<file path="src/rtl/seq_pkg.sv">
package seq_pkg;
  localparam logic [3:0] OP_BR   = 4'b0000;
  localparam logic [3:0] OP_ADD  = 4'b0001;
  localparam logic [3:0] OP_LD   = 4'b0010;
  localparam logic [3:0] OP_ST   = 4'b0011;
  localparam logic [3:0] OP_AND  = 4'b0101;
  localparam logic [3:0] OP_LDR  = 4'b0110;
  localparam logic [3:0] OP_STR  = 4'b0111;
  localparam logic [3:0] OP_NOT  = 4'b1001;
  localparam logic [3:0] OP_LDI  = 4'b1010;
  localparam logic [3:0] OP_STI  = 4'b1011;
  localparam logic [3:0] OP_JMP  = 4'b1100;
  localparam logic [3:0] OP_LEA  = 4'b1110;
  localparam logic [3:0] OP_TRAP = 4'b1111;

  localparam logic [1:0] PCM_INC   = 2'd0;
  localparam logic [1:0] PCM_BUS   = 2'd1;
  localparam logic [1:0] PCM_ADDR  = 2'd2;
  localparam logic [1:0] PCM_START = 2'd3;

  localparam logic [1:0] ADR_PC9   = 2'd0;
  localparam logic [1:0] ADR_BASE6 = 2'd1;
  localparam logic [1:0] ADR_BASE0 = 2'd2;
  localparam logic [1:0] ADR_TRAP  = 2'd3;

  localparam logic [1:0] ALU_ADD  = 2'd0;
  localparam logic [1:0] ALU_AND  = 2'd1;
  localparam logic [1:0] ALU_NOT  = 2'd2;
  localparam logic [1:0] ALU_PASS = 2'd3;

  typedef enum logic [4:0] {
    S_FETCH_ADDR, S_FETCH_IR, S_DECODE,
    S_ALU_EVAL, S_ALU_WB,
    S_ADDR_EVAL, S_RD_PTR, S_PTR_MAR, S_RD_OPND, S_LD_WB,
    S_ST_DATA, S_WR_MEM,
    S_LEA_WB, S_BR_TAKE, S_JMP,
    S_TRAP_LINK, S_TRAP_VEC, S_TRAP_RD, S_TRAP_PC
  } step_e;

  typedef struct packed {
    logic       gate_pc;
    logic       gate_mdr;
    logic       gate_alu;
    logic       gate_marmux;
    logic       ld_mar;
    logic       ld_mdr;
    logic       ld_ir;
    logic       ld_pc;
    logic       ld_reg;
    logic       ld_cc;
    logic       mem_en;
    logic       mem_we;
    logic       sr2_imm;
    logic [1:0] pc_mux;
    logic [1:0] addr_sel;
    logic       sr1_sel;
    logic       dr_sel;
    logic [1:0] alu_fn;
  } ctrl_t;
endpackage

</file>
<file path="src/rtl/seq_step_decode.sv">
module seq_step_decode
  import seq_pkg::*;
(
  input  step_e      step_i,
  input  logic [3:0] opcode_i,
  input  logic       imm_i,
  output ctrl_t      ctrl_o
);
  logic [1:0] op_alu;
  logic       base_mode;

  always_comb begin
    case (opcode_i)
      OP_AND:  op_alu = ALU_AND;
      OP_NOT:  op_alu = ALU_NOT;
      default: op_alu = ALU_ADD;
    endcase
    base_mode = (opcode_i == OP_LDR) || (opcode_i == OP_STR);
  end

  always_comb begin
    ctrl_o = '0;
    case (step_i)
      S_FETCH_ADDR: begin
        ctrl_o.gate_pc = 1'b1;
        ctrl_o.ld_mar  = 1'b1;
        ctrl_o.mem_en  = 1'b1;
        ctrl_o.ld_mdr  = 1'b1;
      end
      S_FETCH_IR: begin
        ctrl_o.gate_mdr = 1'b1;
        ctrl_o.ld_ir    = 1'b1;
        ctrl_o.ld_pc    = 1'b1;
        ctrl_o.pc_mux   = PCM_INC;
      end
      S_ALU_EVAL, S_ALU_WB: begin
        ctrl_o.gate_alu = 1'b1;
        ctrl_o.alu_fn   = op_alu;
        ctrl_o.sr2_imm  = imm_i && (opcode_i != OP_NOT);
        if (step_i == S_ALU_WB) begin
          ctrl_o.ld_reg = 1'b1;
          ctrl_o.ld_cc  = 1'b1;
        end
      end
      S_ADDR_EVAL: begin
        ctrl_o.addr_sel    = base_mode ? ADR_BASE6 : ADR_PC9;
        ctrl_o.gate_marmux = 1'b1;
        ctrl_o.ld_mar      = 1'b1;
      end
      S_RD_PTR, S_RD_OPND, S_TRAP_RD: begin
        ctrl_o.mem_en = 1'b1;
        ctrl_o.ld_mdr = 1'b1;
      end
      S_PTR_MAR: begin
        ctrl_o.gate_mdr = 1'b1;
        ctrl_o.ld_mar   = 1'b1;
      end
      S_LD_WB: begin
        ctrl_o.gate_mdr = 1'b1;
        ctrl_o.ld_reg   = 1'b1;
        ctrl_o.ld_cc    = 1'b1;
      end
      S_ST_DATA: begin
        ctrl_o.sr1_sel  = 1'b1;
        ctrl_o.alu_fn   = ALU_PASS;
        ctrl_o.gate_alu = 1'b1;
        ctrl_o.ld_mdr   = 1'b1;
      end
      S_WR_MEM: begin
        ctrl_o.mem_en = 1'b1;
        ctrl_o.mem_we = 1'b1;
      end
      S_LEA_WB: begin
        ctrl_o.addr_sel    = ADR_PC9;
        ctrl_o.gate_marmux = 1'b1;
        ctrl_o.ld_reg      = 1'b1;
        ctrl_o.ld_cc       = 1'b1;
      end
      S_BR_TAKE: begin
        ctrl_o.addr_sel = ADR_PC9;
        ctrl_o.pc_mux   = PCM_ADDR;
        ctrl_o.ld_pc    = 1'b1;
      end
      S_JMP: begin
        ctrl_o.addr_sel = ADR_BASE0;
        ctrl_o.pc_mux   = PCM_ADDR;
        ctrl_o.ld_pc    = 1'b1;
      end
      S_TRAP_LINK: begin
        ctrl_o.gate_pc = 1'b1;
        ctrl_o.dr_sel  = 1'b1;
        ctrl_o.ld_reg  = 1'b1;
      end
      S_TRAP_VEC: begin
        ctrl_o.addr_sel    = ADR_TRAP;
        ctrl_o.gate_marmux = 1'b1;
        ctrl_o.ld_mar      = 1'b1;
      end
      S_TRAP_PC: begin
        ctrl_o.gate_mdr = 1'b1;
        ctrl_o.pc_mux   = PCM_BUS;
        ctrl_o.ld_pc    = 1'b1;
      end
      default: ctrl_o = '0;
    endcase
  end
endmodule

</file>
<file path="src/rtl/seq_next_step.sv">
module seq_next_step
  import seq_pkg::*;
(
  input  step_e      step_i,
  input  logic [3:0] opcode_i,
  input  logic       br_taken_i,
  output step_e      next_o
);
  logic indirect;
  logic is_store;

  always_comb begin
    indirect = (opcode_i == OP_LDI) || (opcode_i == OP_STI);
    is_store = (opcode_i == OP_ST) || (opcode_i == OP_STR) || (opcode_i == OP_STI);
    next_o   = S_FETCH_ADDR;
    case (step_i)
      S_FETCH_ADDR: next_o = S_FETCH_IR;
      S_FETCH_IR:   next_o = S_DECODE;
      S_DECODE: begin
        case (opcode_i)
          OP_ADD, OP_AND, OP_NOT:                 next_o = S_ALU_EVAL;
          OP_LD, OP_LDR, OP_LDI, OP_ST, OP_STR,
          OP_STI:                                 next_o = S_ADDR_EVAL;
          OP_LEA:                                 next_o = S_LEA_WB;
          OP_BR:   next_o = br_taken_i ? S_BR_TAKE : S_FETCH_ADDR;
          OP_JMP:                                 next_o = S_JMP;
          OP_TRAP:                                next_o = S_TRAP_LINK;
          default:                                next_o = S_FETCH_ADDR;
        endcase
      end
      S_ALU_EVAL:  next_o = S_ALU_WB;
      S_ADDR_EVAL: begin
        if (indirect)      next_o = S_RD_PTR;
        else if (is_store) next_o = S_ST_DATA;
        else               next_o = S_RD_OPND;
      end
      S_RD_PTR:    next_o = S_PTR_MAR;
      S_PTR_MAR:   next_o = is_store ? S_ST_DATA : S_RD_OPND;
      S_RD_OPND:   next_o = S_LD_WB;
      S_ST_DATA:   next_o = S_WR_MEM;
      S_TRAP_LINK: next_o = S_TRAP_VEC;
      S_TRAP_VEC:  next_o = S_TRAP_RD;
      S_TRAP_RD:   next_o = S_TRAP_PC;
      default:     next_o = S_FETCH_ADDR;
    endcase
  end
endmodule

</file>
<file path="src/rtl/instr_sequencer.sv">
module instr_sequencer
  import seq_pkg::*;
#(
  parameter int               XLEN       = 16,
  parameter logic [XLEN-1:0]  START_ADDR = 16'h3000
) (
  input  logic            clk,
  input  logic            rst,
  input  logic [3:0]      opcode,
  input  logic            ir_imm,
  input  logic            br_taken,
  input  logic            mem_ready,
  output logic            gate_pc,
  output logic            gate_mdr,
  output logic            gate_alu,
  output logic            gate_marmux,
  output logic            ld_mar,
  output logic            ld_mdr,
  output logic            ld_ir,
  output logic            ld_pc,
  output logic            ld_reg,
  output logic            ld_cc,
  output logic            mem_en,
  output logic            mem_we,
  output logic            sr2_imm,
  output logic [1:0]      pc_mux,
  output logic [1:0]      addr_sel,
  output logic            sr1_sel,
  output logic            dr_sel,
  output logic [1:0]      alu_fn,
  output logic [XLEN-1:0] pc_start
);
  step_e step_q, step_d;
  logic  gap_q;
  logic  step_done;
  ctrl_t step_ctrl, out_ctrl;

  seq_step_decode u_decode (
    .step_i   (step_q),
    .opcode_i (opcode),
    .imm_i    (ir_imm),
    .ctrl_o   (step_ctrl)
  );

  seq_next_step u_next (
    .step_i     (step_q),
    .opcode_i   (opcode),
    .br_taken_i (br_taken),
    .next_o     (step_d)
  );

  assign step_done = !step_ctrl.mem_en || mem_ready;

  always_ff @(posedge clk) begin
    if (rst) begin
      step_q <= S_FETCH_ADDR;
      gap_q  <= 1'b0;
    end else if (gap_q) begin
      gap_q  <= 1'b0;
    end else if (step_done) begin
      step_q <= step_d;
      gap_q  <= 1'b1;
    end
  end

  always_comb begin
    out_ctrl = step_ctrl;
    if (rst) begin
      out_ctrl        = '0;
      out_ctrl.ld_pc  = 1'b1;
      out_ctrl.pc_mux = PCM_START;
    end else if (gap_q) begin
      out_ctrl = '0;
    end
  end

  assign gate_pc     = out_ctrl.gate_pc;
  assign gate_mdr    = out_ctrl.gate_mdr;
  assign gate_alu    = out_ctrl.gate_alu;
  assign gate_marmux = out_ctrl.gate_marmux;
  assign ld_mar      = out_ctrl.ld_mar;
  assign ld_mdr      = out_ctrl.ld_mdr;
  assign ld_ir       = out_ctrl.ld_ir;
  assign ld_pc       = out_ctrl.ld_pc;
  assign ld_reg      = out_ctrl.ld_reg;
  assign ld_cc       = out_ctrl.ld_cc;
  assign mem_en      = out_ctrl.mem_en;
  assign mem_we      = out_ctrl.mem_we;
  assign sr2_imm     = out_ctrl.sr2_imm;
  assign pc_mux      = out_ctrl.pc_mux;
  assign addr_sel    = out_ctrl.addr_sel;
  assign sr1_sel     = out_ctrl.sr1_sel;
  assign dr_sel      = out_ctrl.dr_sel;
  assign alu_fn      = out_ctrl.alu_fn;
  assign pc_start    = START_ADDR;
endmodule

</file>
<file path="config.mk">
export PLATFORM = sky130hd
export DESIGN_NAME = instr_sequencer
export DESIGN_NICKNAME = d
export VERILOG_FILES = /design/src/rtl/seq_pkg.sv /design/src/rtl/seq_step_decode.sv /design/src/rtl/seq_next_step.sv /design/src/rtl/instr_sequencer.sv
export SDC_FILE = /design/constraint.sdc
export NUM_CORES = 1
export LEC_CHECK = 0
export CAP_MARGIN = 10
export CORE_ASPECT_RATIO = 1.1
export CORE_MARGIN = 4
export CORE_UTILIZATION = 42
export CTS_CLUSTER_SIZE = 8
export DETAILED_ROUTE_END_ITERATION = 12
export MAX_ROUTING_LAYER = met4
export PLACE_DENSITY = 0.8
export SLEW_MARGIN = 10
export SYNTH_ARGS = -nofsm -noshare
export SYNTH_HDL_FRONTEND = slang
export SYNTH_SLANG_ARGS = --single-unit
export TNS_END_PERCENT = 5
</file>
<file path="constraint.sdc">
create_clock -name clk -period 2.5 [get_ports clk]
set_input_delay 0.5 -clock clk [delete_from_list [all_inputs] [get_ports clk]]
set_output_delay 0.5 -clock clk [all_outputs]
set_load 0.01 [all_outputs]
</file>
Yosys cells after proc, flatten, opt, wreduce, memory -nomap -nowiden
Index checks and enable logic that the tools add are counted.
{ "totals": {"latch_bits": 0, "out_inout_bits": 37, "register_bits": 6, "word_cells": 88, "mem_bits_rw": 0, "inputBits": 9, "rom_bits": 0, "mem_count": 0} }
{ "op_classes": {"n_bitwise": 1, "eq_ne": 31, "n_addsub": 0, "reduce_logical": 25, "n_lt_le_gt_ge": 0, "mul": 0, "div": 0, "mux": 29, "shift": 0} }
{ "op_table": {"columns": ["operator", "count"], "rows": [
  ["5-bit one-hot mux with 12 select lines", 1],
  ["21-bit two-way mux", 2],
  ["5-bit by 4-bit == test with 1-bit output, second input constant", 8],
  ["5-bit one-hot mux with 6 select lines", 1],
  ["4-bit == test, second input constant", 6],
  ["5-bit by 3-bit == test with 1-bit output, second input constant", 4],
  ["5-bit == test, second input constant", 3],
  ["1-bit two-way mux", 15],
  ["4-bit by 3-bit == test with 1-bit output, second input constant", 3],
  ["2-bit one-hot mux with 2 select lines", 3],
  ["3-bit OR reduction", 4],
  ["4-bit OR reduction", 3],
  ["5-bit by 2-bit == test with 1-bit output, second input constant", 2],
  ["2-bit OR reduction", 5],
  ["5-bit OR reduction", 2],
  ["4-bit by 2-bit == test with 1-bit output, second input constant", 2],
  ["2-bit one-hot mux with 3 select lines", 1],
  ["6-bit OR reduction", 1],
  ["5-bit by 1-bit == test with 1-bit output, second input constant", 1],
  ["5-bit logical NOT", 1],
  ["1-bit logical OR", 5],
  ["5-bit two-way mux", 1],
  ["4-bit by 1-bit == test with 1-bit output, second input constant", 1],
  ["4-bit logical NOT", 1],
  ["8 further kinds", 10]
]} }

Depth between registers and ports, before layout
Gate-level depths: netlist (run 1).
{ "logic_depth": {"ltp_word": 6, "mapped_depth": 6} }

Cells and area by module
Synthesis (run 1) repeated with hierarchy kept, for this count alone.
{ "unflattened": {"cells_unflattened": 187, "hier_area_um2": 1317.5} }
{ "modules_own_cells": {"columns": ["mod", "seq_area_each_um2", "cells_per_inst", "area_each_um2", "instances"], "rows": [
  ["instr_sequencer", 120.1, 67, 563.0, 1],
  ["seq_step_decode", 0.0, 72, 450.4, 1],
  ["seq_next_step", 0.0, 48, 304.0, 1]
]} }

Worst setup path after synthesis (run 1)
Ideal clock, no wire load.
{ "synth_path": {"path_type": "input-to-output", "from": "in rst", "to": "out alu_fn[0]", "path_slack_ns": 0.320, "stages": 6, "t_arrival_ns": 1.680, "path_cell_list": "clkbuf_1 > or2_2 > nor2_1 > nand3_1 > or2_1 > o21ai_1"} }
{ "synth_via": {"elab_chain_len": 1} }
{ "synth_rtl": {"columns": ["element", "line_no", "source"], "rows": [
  ["start: declaration", "instr_sequencer.sv:8", "input logic rst,"],
  ["21-bit two-way mux", "instr_sequencer.sv:68", "if (rst) begin"],
  ["end: declaration", "instr_sequencer.sv:30", "output logic [1:0] alu_fn,"]
]} }
Every way passes these cells.

Final worst setup path (run 1)
Ends and elaborated chain as after synthesis.

==> impl_metrics.json, run 1 <==
{
  "setup_violations": 0,
  "tritoncts": "done",
  "vias_per_cell": 5.56,
  "synth_compound_area_frac": 0.311,
  "area.growth.synth_to_final_pct": 42.1,
  "post_synth_num_cell_types": 43,
  "final_cell_area_mm2": 0.00149,
  "slew_viol_final": 0,
  "synthSimpleGateAreaFrac": 0.370,
  "crit_end_element": "primary output",
  "worstPathMaxFanout": 3,
  "yosys_register_bits": 6,
  "grt_pass1_vias": 1248,
  "finalWirelength_um": 3510,
  "cts.sink_count": 6,
  "antenna-diode-count": 0,
  "p_leak_nw": 0.722,
  "num_vias": 1350,
  "signal_arrival_time_at_the_worst_endpoint_ps": 1910,
  "htree_num_levels": 1,
  "row_count": 18,
  "synthAdderAreaFrac": 0,
  "root_buffer": "clkbuf_4",
  "ir_worst_vdd_mv": 0.471,
  "initialDrtViolationCount": 46,
  "clk_latency_ps": 250,
  "route.detailed.drc": 0,
  "synth_area_mm2": 0.00105,
  "ys.warnings.count": 0,
  "gate_count_of_the_mapped_netlist": 166,
  "average_detailed_routed_wire_length_per_instance_um": 14.4,
  "synth_top_flop_cell": "dfxtp_1",
  "grt_max_degree": 14,
  "postCtsSetupBuffers": 0,
  "min_period_over_period": 0.965,
  "status": "finished, final reports clean",
  "upper_clock_frequency_limit_mhz": 414,
  "cts_max_path_buffers": 2,
  "drt-pass1-iter-count": 4,
  "die_area_mm2": 0.00337,
  "post_synth_edffs": 0,
  "finalNetCount": 224,
  "max-cap-violations": 0,
  "post-route-min-period_ps": 2410,
  "die_height_um": 60.5,
  "globalRouteTotalUtil": 0.221,
  "async_reset_ff_frac": 0,
  "cts_buffers": 3,
  "report.final.hold_viol_count": 0,
  "finalHoldWorstSlack_ps": 672,
  "antenna_violating_nets_post_route": 0,
  "startpoint_type": "input port",
  "cts.hold.buffers_added": 0,
  "worstPathRequired_ps": 2000,
  "power_per_cell_area_mw_per_mm2": 933,
  "worstSetupPathType": "in -> out",
  "synth_top_family_by_area": "simple AND/OR/NAND/NOR gates",
  "grt-ovfl-total": 0,
  "worstHoldPathType": "reg -> reg",
  "worst_clock_skew_ps": 9.22,
  "core_area_mm2": 0.00232,
  "synth_seq_area_share": 0.114,
  "rsz0062_at_grt": "true",
  "start_util": 0.453,
  "chipWidth_um": 55.7,
  "number_of_antenna_violations_at_the_first_check_in_global_routing": 0,
  "top_level_pins": 46,
  "grt_first_pass_wirelength_um": 5760,
  "synth_area_per_cell_um2": 6.33,
  "synth_mux_area_frac": 0.00952,
  "numPortBuffers": 29,
  "design_power_total_mw": 1.39,
  "clk_pin_slew_ps": 50,
  "placed_area_mm2": 0.00147,
  "synthXorXnorAreaFrac": 0,
  "place.gp.congestion": 0.932,
  "post-dp-hpwl_um": 2790,
  "layout-drive-gt1-share": 0.202
}
==> routing by layer <==
layer,part of all wire,track usage
met5,0,-
met4,0.036,0.101
met3,0.061,0.0234
met2,0.51,0.419
met1,0.40,0.234
==> report_power, final <==
part           internal, mW  leakage [nW]  switching (mW)
sequential            0.140        0.0510          0.0884
clock                0.0544        0.0138          0.0360
combinational         0.502         0.657           0.573
total                 0.697         0.722           0.698
==> layout make-up <==
type | instances | area [um2]
tap | 30 | 37.5
fill | 218 | 826
clock buffer | 3 | 22.5
multi-input combinational | 140 | 803
sequential | 6 | 125
timing repair buffer | 57 | 479
inverter | 7 | 26.3
==> cell usage after synthesis, types with 2 or more instances <==
master	number	share of area
a22oi_1	2	0.014
clkbuf_1	7	0.025
a211o_1	2	0.017
and3_1	2	0.012
a31oi_1	5	0.030
a21oi_1	11	0.052
inv_1	7	0.025
a211oi_1	5	0.036
nor3b_1	2	0.014
conb_1	2	0.0071
o211ai_1	5	0.036
nand2b_1	7	0.042
o2111ai_1	2	0.017
nor3_1	10	0.048
o21ai_1	2	0.0095
and2_1	3	0.018
o21ai_0	5	0.024
nor4_1	2	0.012
buf_2	2	0.0095
buf_4	16	0.11
dfxtp_1	6	0.11
nand3_1	5	0.024
a21o_1	3	0.021
nand3b_1	2	0.014
nor2_1	18	0.064
nand2_1	12	0.043
nor2b_1	4	0.024
o22ai_1	2	0.012
==> cells by family after synthesis <==
family,count (synthesis)
flip-flops,6
other,2
AO/OA/AOI/OAI,49
AND/OR/NAND/NOR,74
buffers and inverters,34
multiplexers,1
==> stage by stage <==
step | setup slack, ps | instances | utilization | TNS (ps)
2_1_floorplan | 320 | 180 | - | 0
3_3_place_gp | -464 | 240 | 0.634 | -3660
3_5_place_dp | -486 | 240 | 0.634 | -3990
4_1_cts | -90.0 | 243 | 0.638 | -90.0
5_1_grt | -0.567 | 243 | 0.644 | -0.567
6_report | 86.5 | 243 | 0.644 | 0
==> cell usage in the layout, fill, tap and decap left out, types with 2 or more instances in the layout <==
cell              n
a31oi_1           5
o21ai_0           5
a21o_1            3
o2111ai_1         2
buf_4            27
clkdlybuf4s50_1  11
nand3_1           4
inv_1             7
nand2b_1          7
dfxtp_2           4
o21ai_1           2
and2_1            3
nor2b_1           3
dlygate4sd2_1    14
nor2_1           17
and3_1            2
nor4_1            2
nor3b_1           2
clkbuf_4          3
nand3b_1          2
a211o_1           2
conb_1           16
a22oi_1           2
dfxtp_1           2
nand2_1          12
o211ai_1          5
o22ai_1           2
buf_2             2
a211oi_1          5
nor3_1           10
a21oi_1          11
==> repair_timing <==
item	in CTS	in global routing
gates resized for setup	30	5
pin swaps	0	1
cloned	0	0
setup endpoints to repair	19	4
==> critical path, stage by stage <==
cell             delay (ps)
clkdlybuf4s50_1         420
or2_4                   260
nor2_4                  110
nand3_1                 110
or2_1                   250
o21ai_1                 120
buf_2                   140
==> sequential cells by signal, indices dropped and copies added, names as in the netlist <==
name,cells
gap_q,1
step_q,5
==> worst paths after layout <==
path | cells past startpoint | to | slack (ps) | startpoint
max reg2reg | 6 | step_q[4] | 650 | step_q[0]
max | 7 | alu_fn[0] | 90 | rst
min reg2reg | 2 | step_q[4] | 670 | step_q[4]
min | 2 | step_q[4] | 670 | step_q[4]
Note: power is estimated with default switching activity, not from simulation.
==> run 2, diff against run 1 <==
CORE_UTILIZATION = 29   (was 42)
PLACE_DENSITY = not set   (was 0.8)
==> impl_metrics.json, run 2 (synthesized netlist as in run 1, its figures left out) <==
{
  "ir_worst_vdd_mv": 0.214,
  "worst_clock_skew_ps": 1.26,
  "antenna_violating_nets_post_route": 0,
  "critPathTopFamily": "simple AND/OR/NAND/NOR gates",
  "die_height_um": 71.1,
  "final-seq-area_um2": 124,
  "final_cell_area_mm2": 0.00150,
  "routedLengthMet1_um": 1530,
  "cts.hold.buffers_added": 0,
  "seq_power_share": 0.168,
  "finalNetCount": 221,
  "drt-pass1-iter-count": 4,
  "most-common-layout-cells": "buf_4, nor2_1, conb_1, dlygate4sd2_1, nand2_1",
  "area.growth.synth_to_final_pct": 42.4,
  "place.gp.congestion": 0.896,
  "rsz0062_at_grt": "true",
  "holdPathEnd": "step_q[1]",
  "chipWidth_um": 65.4,
  "start_util": 0.308,
  "report.final.hold_viol_count": 0,
  "worstSetupPathType": "in -> out",
  "worst_slack_ps": 75.0,
  "uppermost_layer_routed": "met4",
  "upper_clock_frequency_limit_mhz": 412,
  "core_area_mm2": 0.00341,
  "worstHoldStart": "step_q[1]",
  "average_detailed_routed_wire_length_per_instance_um": 12.7,
  "dp_slack_ps": -500,
  "finalWirelength_um": 3280,
  "wl_met3_um": 158,
  "setup_total_negative_slack_ps": 0,
  "slew_viol_final": 0,
  "final_core_util": 0.438,
  "root_buffer": "clkbuf_4",
  "timing.critical_path.buf_inv": 2,
  "grt-ovfl-total": 0,
  "p_leak_nw": 0.707,
  "status": "finished, final reports clean",
  "number_of_antenna_violations_at_the_first_check_in_global_routing": 0,
  "cts_buffers": 3,
  "tritoncts": "done",
  "wl_met2_um": 1540,
  "switching_power_mw": 0.674,
  "htree_num_levels": 1,
  "setup_violations": 0,
  "grt_first_pass_wirelength_um": 5410,
  "num_vias": 1285,
  "vias_per_cell": 4.98,
  "post-route-min-period_ps": 2430,
  "cts.sink_count": 6,
  "multiInputGateArea_um2": 810,
  "leading_cell_type_in_the_layout_fill_and_taps_excluded": "buf_4",
  "largestRegisters": "step_q (5), gap_q (1)",
  "clockPowerShare": 0.066,
  "cts_max_path_buffers": 2,
  "hold_path_depth": 2,
  "numPortBuffers": 29,
  "internal_reg_to_reg_setup_slack_ps": 620,
  "placed_area_mm2": 0.00147,
  "crit_end_element": "primary output",
  "layout-drive-gt1-share": 0.195,
  "power_report.internal_total_mw": 0.673,
  "clk_pin_slew_ps": 40,
  "row_count": 22,
  "worstHoldPathType": "reg -> reg",
  "signal_arrival_time_at_the_worst_endpoint_ps": 1930,
  "top_level_pins": 46,
  "n_fill_cell": 400,
  "postCtsSetupBuffers": 0,
  "route.detailed.drc": 0,
  "min_period_over_period": 0.970,
  "reg2reg_from": "step_q[1]",
  "grt_max_degree": 15,
  "die_area_mm2": 0.00465,
  "largest_register_ff_count": 5,
  "max-cap-violations": 0,
  "crit_chain": "clkdlybuf4s50_1 -> or2_4 -> nor2_4 -> nand3_2 -> or2_1 -> o21ai_1 -> buf_2",
  "clk_latency_ps": 240,
  "worstPathMaxFanout": 3,
  "grt_pass1_vias": 1167,
  "worstPathRequired_ps": 2000,
  "antenna-diode-count": 0,
  "rr_endpoint": "step_q[4]",
  "power_per_cell_area_mw_per_mm2": 900,
  "post-dp-hpwl_um": 2610,
  "ff2ff_path_depth": 6,
  "worst_path_largest_cell_delay_ps": 420,
  "initialDrtViolationCount": 77,
  "globalRouteTotalUtil": 0.149,
  "p_sw_frac": 0.500,
  "startpoint_type": "input port",
  "cp_slowest_cell": "clkdlybuf4s50_1",
  "combPwrFrac": 0.766,
  "largest-register": "step_q"
}
## run 2: changes by cell type in the layout (fill, tap and decap cells not counted)
cell             delta
dfxtp_1             +1
clkdlybuf4s15_1     -1
buf_4               -2
nor2b_1             +1
buf_6               -1
nand3_2             +1
nand3_1             -1
o21ai_2             +1
clkdlybuf4s15_2     +1
o21ai_1             -1
dfxtp_2             -1
nor2b_2             -1
## run 2: metal layers
metal	global-route usage	vias up
met3	0.0302	6
met4	0.0438	0
met5	-	-
met1	0.195	579
li1	-	659
met2	0.231	41
## run 2: timing repair
action                                  in CTS  in global routing
pin swaps                                    0                  1
endpoints found under the setup margin      18                  8
gates resized for setup                     26                  9
## run 2: worst register-to-register path: stages, from the launching register on
cell      delay, ps
dfxtp_2         350
buf_4           170
nand2b_1        180
o221a_1         290
a211o_1         370
and2_4          170
a211oi_1        230
## run 2: cell type report
class	count	area share
Clock buffer	3	0.0151
Inverter	7	0.0176
Multi-Input combinational cell	140	0.541
Sequential cell	6	0.0828
Tap cell	48	0.0401
Timing Repair Buffer	54	0.304
## run 2: power groups by stage
stage	Sequential (mW)	Combinational, mW	Clock, mW
floorplan	0.165	0.707	0
global placement	0.217	1.05	0
detailed placement	0.218	1.05	0
CTS	0.222	1.02	0.0934
global route	0.234	1.15	0.0990
finish	0.226	1.03	0.0884
## run 2: stage by stage
stage               cells  power [mW]  hold slack [ps]
floorplan             180       0.872              608
global placement      255        1.27              634
detailed placement    255        1.26              643
CTS                   258        1.33              650
global route          258        1.48              663
finish                258        1.35              603
## run 2: how the worst max path moves through the flow
stage | slack, ps | depth (start not counted) | endpoint | startpoint
after floorplan | 320 | 6 | alu_fn[0] | rst
final | 70 | 7 | alu_fn[1] | rst
after detailed placement | -500 | 7 | alu_fn[1] | rst
after CTS | -200 | 6 | sr1_sel | rst
after global placement | -490 | 7 | alu_fn[0] | rst
after global routing | -30 | 7 | alu_fn[1] | rst
